<file path="src/rtl/seg_router.sv">
module seg_router #(
  parameter int RAM_BYTES = 2048,
  parameter int AW        = 16,
  parameter int SW        = 8,
  parameter int DIR_W     = 11,
  parameter int BIT_BYTES = 64
) (
  input  logic             clk,
  input  logic             rst_n,
  input  logic             req_vld,
  input  logic             req_ind,
  input  logic             req_ext,
  input  logic             req_word,
  input  logic             req_wr,
  input  logic [AW-1:0]    req_addr,
  input  logic [SW-1:0]    seg_ds,
  output logic             out_vld,
  output logic             sel_iram,
  output logic             sel_xmem,
  output logic             sel_isfr,
  output logic             sel_xsfr,
  output logic             out_bit,
  output logic [AW+SW-1:0] out_addr,
  output logic [1:0]       out_be,
  output logic             out_wr,
  output logic             out_word
);
  localparam int               SFR_LO_I = 1 << (DIR_W - 1);
  localparam logic [DIR_W-1:0] SFR_LO   = DIR_W'(SFR_LO_I);
  localparam logic [DIR_W-1:0] XSFR_LO  = DIR_W'(SFR_LO_I + SFR_LO_I / 2);
  localparam logic [DIR_W-1:0] BIT_END  = DIR_W'(SFR_LO_I + BIT_BYTES);
  localparam logic [AW:0]      RAM_LIM  = (AW+1)'(RAM_BYTES);

  logic [DIR_W-1:0] dfield;
  logic [AW-1:0]    eff, aligned;
  logic             is_dir, seg0, dir_sfr, to_isfr, to_xsfr, to_iram, to_xmem, bitf;
  logic [1:0]       be;

  assign dfield  = req_addr[DIR_W-1:0];
  assign is_dir  = !req_ext && !req_ind;
  assign eff     = is_dir ? AW'(dfield) : req_addr;
  assign aligned = req_word ? {eff[AW-1:1], 1'b0} : eff;
  assign seg0    = (seg_ds == '0);

  assign dir_sfr = is_dir && (dfield >= SFR_LO);
  assign to_isfr = dir_sfr && (dfield < XSFR_LO);
  assign to_xsfr = dir_sfr && !to_isfr;
  assign to_iram = !req_ext && !dir_sfr && seg0 &&
                   (is_dir || ({1'b0, req_addr} < RAM_LIM));
  assign to_xmem = !dir_sfr && !to_iram;
  assign bitf    = to_isfr && (dfield < BIT_END);
  assign be      = req_word ? 2'b11 : (aligned[0] ? 2'b10 : 2'b01);

  always_ff @(posedge clk) begin
    if (!rst_n || !req_vld) begin
      out_vld  <= 1'b0;
      sel_iram <= 1'b0;
      sel_xmem <= 1'b0;
      sel_isfr <= 1'b0;
      sel_xsfr <= 1'b0;
      out_bit  <= 1'b0;
      out_addr <= '0;
      out_be   <= 2'b00;
      out_wr   <= 1'b0;
      out_word <= 1'b0;
    end else begin
      out_vld  <= 1'b1;
      sel_iram <= to_iram;
      sel_xmem <= to_xmem;
      sel_isfr <= to_isfr;
      sel_xsfr <= to_xsfr;
      out_bit  <= bitf;
      out_addr <= {(to_xmem ? seg_ds : SW'(0)), aligned};
      out_be   <= be;
      out_wr   <= req_wr;
      out_word <= req_word;
    end
  end
endmodule

</file>
<file path="config.mk">
export PLATFORM = sky130hd
export DESIGN_NAME = seg_router
export DESIGN_NICKNAME = d
export VERILOG_FILES = /design/src/rtl/seg_router.sv
export SDC_FILE = /design/constraint.sdc
export NUM_CORES = 1
export LEC_CHECK = 0
export ABC_AREA = 1
export BUFFER_PORTS_ARGS = -buffer_cell sky130_fd_sc_hd__buf_4
export CORE_ASPECT_RATIO = 0.7
export CORE_MARGIN = 3
export CORE_UTILIZATION = 40
export DETAILED_ROUTE_END_ITERATION = 6
export PLACE_DENSITY = 0.86
export SYNTH_ARGS = -nofsm -noshare
export SYNTH_HDL_FRONTEND = slang
export SYNTH_SLANG_ARGS = --single-unit
</file>
<file path="constraint.sdc">
create_clock -name clk -period 1.19 [get_ports clk]
set_clock_uncertainty 0.15 [all_clocks]
set_input_delay 0.1785 -clock clk [delete_from_list [all_inputs] [get_ports clk]]
set_output_delay 0.1785 -clock clk [all_outputs]
set_load 0.02 [all_outputs]
</file>
# Yosys cells after proc, flatten, opt, wreduce, memory -nomap -nowiden
# Index checks and enable logic that the tools add are counted.
# word_totals
regBits,34
latch_bits,0
ramBits,0
rom_bits,0
inputBits,31
output_inout_bits,34
elab_cells,41
n_memories,0
# op_classes
add_sub_neg,0
mul,0
n_div,0
magnitude_cmp,4
eq_ne,0
n_shift,0
mux,5
bitwise,1
reduce_logical,20
# ops
cell,count
"11-bit less-than comparator, second input constant",2
"16-bit by 12-bit less-than comparator with 1-bit output, second input constant",1
16-bit two-way mux,1
"11-bit greater-or-equal comparator, second input constant",1
1-bit logical AND,9
8-bit logical NOT,1
1-bit logical NOT,7
2-bit two-way mux,2
1-bit logical OR,2
1-bit two-way mux,2
2-bit OR reduction,1
1-bit inverter,1

# Logic depth before layout (Yosys ltp)
# depth
depth_word,11
mapped_depth,6

# Least setup slack after synthesis
# OpenSTA, ideal clock, no wires.
# synth_timing
path_kind,input -> register
from,in seg_ds[5]
to,reg out_addr[16]
t_arrival_ns,0.679
required_ns,0.924
path_slack_ns,0.245
path_stages,6
n_path_buf,0
cell_sequence,nor2_1 > nand2_1 > nor2_1 > nand3_1 > nand2_2 > nor2_1
# synth_between
elab_chain_cells,7
# synth_lines
element,line,rtl
"start, declared",16,"input logic [SW-1:0] seg_ds,"
8-bit logical NOT,43,assign seg0 = (seg_ds == '0);
1-bit logical AND (2 in a row),48,assign to_iram = !req_ext && !dir_sfr && seg0 &&
1-bit logical NOT,50,assign to_xmem = !dir_sfr && !to_iram;
1-bit logical AND,50,
1-bit inverter (no source line),--,
2-bit OR reduction (no source line),--,
"end signal, assigned",73,"out_addr <= {(to_xmem ? seg_ds : SW'(0)), aligned};"
"end, declared",23,"output logic [AW+SW-1:0] out_addr,"
# Every way passes these cells.
# A chain may end at the register's enable or synchronous reset.

# Final worst setup path
# layout_timing
from,reg out_addr[10]
to,out out_addr[10]
# No word-level cell between the ends.

==> impl_metrics.json <==
{
  "htreeDepth": 2,
  "placementRows": 14,
  "critical_path_class": "reg -> out",
  "multi_input_area_sq_um": 226,
  "min_path_type": "in -> reg",
  "dp.final_hpwl_mm": 1.96,
  "period_share": 0.973,
  "pwr-share-comb": 0.164,
  "cts.sinks": 34,
  "fill_cells": 141,
  "drt-wirelength-per-cell_microns": 13.1,
  "routed_via_density": 4.37,
  "required_ns": 0.86,
  "cts_inserted_buffers": 5,
  "fin_cells": 246,
  "antenna_found_initial": 0,
  "relSlewSlack": 0.845,
  "grt_overflow": 0,
  "die_w_microns": 66.4,
  "cp_top_family": "flip-flops",
  "cts.reportedPaths.clkPinSlew_ns": 0.11,
  "num_vias": 1075,
  "intPower_uw": 1660,
  "fin_nets": 244,
  "final_area_sq_um": 1880,
  "synth_cells": 117,
  "max_freq_ghz": 0.864,
  "crit_arrival_ns": 0.83,
  "worstMarginPinSlew_ns": 0.231,
  "p_sw_uw": 573,
  "critPathLaunchType": "flip-flop",
  "path_max_fanout": 1,
  "outcome": "completed",
  "drcViolationCount": 0,
  "die_area_sq_um": 3200,
  "synth_top_area_frac": 0.667,
  "drt-initial-drc-count": 20,
  "place_area_sq_um": 1550,
  "powerDensity_nw_per_um2": 1190,
  "slowest_delay_ns": 0.35,
  "syn2layout_area_growth_pct": 84.5,
  "synth-seq-cells": 34,
  "yosys-top-cells-area": "dfxtp_1, nor2_1, inv_1",
  "postRouteAntennaNets": 0,
  "endpoint_kind": "primary output",
  "clock-root-buffer": "clkbuf_4",
  "netlist_area_sq_um": 1020,
  "dp.cells": 212,
  "rsz0062_at_grt": "no",
  "grt_first_pass_wirelength_mm": 4.61,
  "wirelength_mm": 3.22,
  "place_congestion": 0.717,
  "syn_avg_cell_area_sq_um": 8.72,
  "hold_viol_final": 0,
  "n_antenna_cell": 0,
  "ir_drop_v": 0.000805,
  "ys_types": 11,
  "clkPwrFrac": 0.302,
  "postCtsSetupBuffers": 0,
  "min_period_ns": 1.16,
  "core_sq_um": 2280,
  "start_util": 0.448,
  "drive_above_1_share": 0.360,
  "yosysTopAreaCell": "dfxtp_1",
  "setup_violations": 0,
  "io_buffers": 64,
  "seq_area_sq_um": 682,
  "crit_buf_inv": 1,
  "ys_warn_count": 0,
  "ys_seq_area_frac": 0.667,
  "die_h_microns": 48.2,
  "synth_nets": 148,
  "drv_cap": 0,
  "clock_path_buffers": 2,
  "critPathSlowestCell": "dfxtp_1",
  "fin_util": 0.826,
  "io-pin-count": 65,
  "p_sw_frac": 0.256,
  "path_cells": "buf_4",
  "p_leak_uw": 0.00101,
  "final_max_slew_viol_count": 0,
  "p_seq_frac": 0.533,
  "grtUsageTotal": 0.206,
  "grt_pass1_vias": 1065,
  "first_pass_iters": 6,
  "grt_max_degree": 19,
  "cts_tree": "built"
}
==> cell usage in the layout (no fill, tap or decap) <==
cell type,synthesis,layout
a21oi_1,4,4
nor2_4,1,1
buf_12,0,1
nand2_1,6,6
clkinvlp_4,0,1
dlygate4sd3_1,0,26
nor2_1,33,33
dfxtp_2,0,1
nand2_2,1,1
buf_4,0,64
nand3_1,3,3
clkbuf_8,0,1
nor3_1,3,3
inv_1,29,29
nor4_2,0,1
clkbuf_4,0,5
clkinv_2,0,1
dfxtp_1,34,33
==> worst paths after layout <==
| path | start | to | cells past startpoint |
|---|---|---|---|
| setup / recovery | out_addr[10]$_SDFF_PN0_ | out_addr[10] | 1 |
| hold / removal | req_addr[10] | out_bit$_SDFF_PN0_ | 3 |
==> routing by layer <==
layer	vias to the layer above	GRT usage	wire, microns
li1	526	-	-
met1	490	0.182	1100
met2	49	0.438	1860
met3	10	0.0691	188
met4	0	0.0931	63
met5	-	0	0
==> power by group through the flow <==
stage,registers [uW],logic (uW),clock network [uW]
after global routing,1200,392,727
after global placement,1220,280,0
after CTS,1190,355,680
after floorplan,1270,63.8,0
after detailed placement,1220,288,0
final,1190,367,676
==> sequential cells by signal, indices dropped and copies added, names as in the netlist <==
| register | count |
|---|---|
| out_addr | 24 |
| out_be | 2 |
| out_bit | 1 |
| out_vld | 1 |
| out_word | 1 |
| out_wr | 1 |
| sel_iram | 1 |
| sel_isfr | 1 |
| sel_xmem | 1 |
| sel_xsfr | 1 |
==> cells in the mapped netlist <==
library cell / n
dfxtp_1: 34
nor2_1: 33
inv_1: 29
nand2_1: 6
a21oi_1: 4
nand3_1: 3
nor3_1: 3
buf_2: 2
nand2_2: 1
nor2_4: 1
nor4_1: 1
==> metrics by stage <==
step           worst slack (ns)  total power [uW]  hold WS (ns)  TNS, ns
3_5_place_dp            -0.0114              1510         0.210  -0.0318
4_1_cts                  0.0228              2230        0.0169        0
2_1_floorplan             0.245              1330         0.105        0
6_report                 0.0323              2230        0.0492        0
3_3_place_gp             0.0521              1500         0.205        0
5_1_grt                  0.0111              2310        0.0466        0
==> what timing repair did <==
item                                    CTS  global route
endpoints found under the hold margin    31             0
hold buffers                             26             0
gates resized for setup                   0             2
endpoints found under the setup margin    0             2
==> area by class of cell <==
cell class | instances | area share
clock buffer | 6 | 0.0273
clock inverter | 2 | 0.00665
inverter | 29 | 0.0578
multi-input combinational | 52 | 0.120
sequential | 34 | 0.362
tap | 32 | 0.0213
timing repair buffer | 91 | 0.404
==> cells by family after synthesis <==
| group | share of synthesized area |
|---|---|
| AND/OR/NAND/NOR | 0.196 |
| flip-flops | 0.667 |
| AO/OA/AOI/OAI | 0.0196 |
| buffers and inverters | 0.117 |
Note: power is estimated with default switching activity, not from simulation.
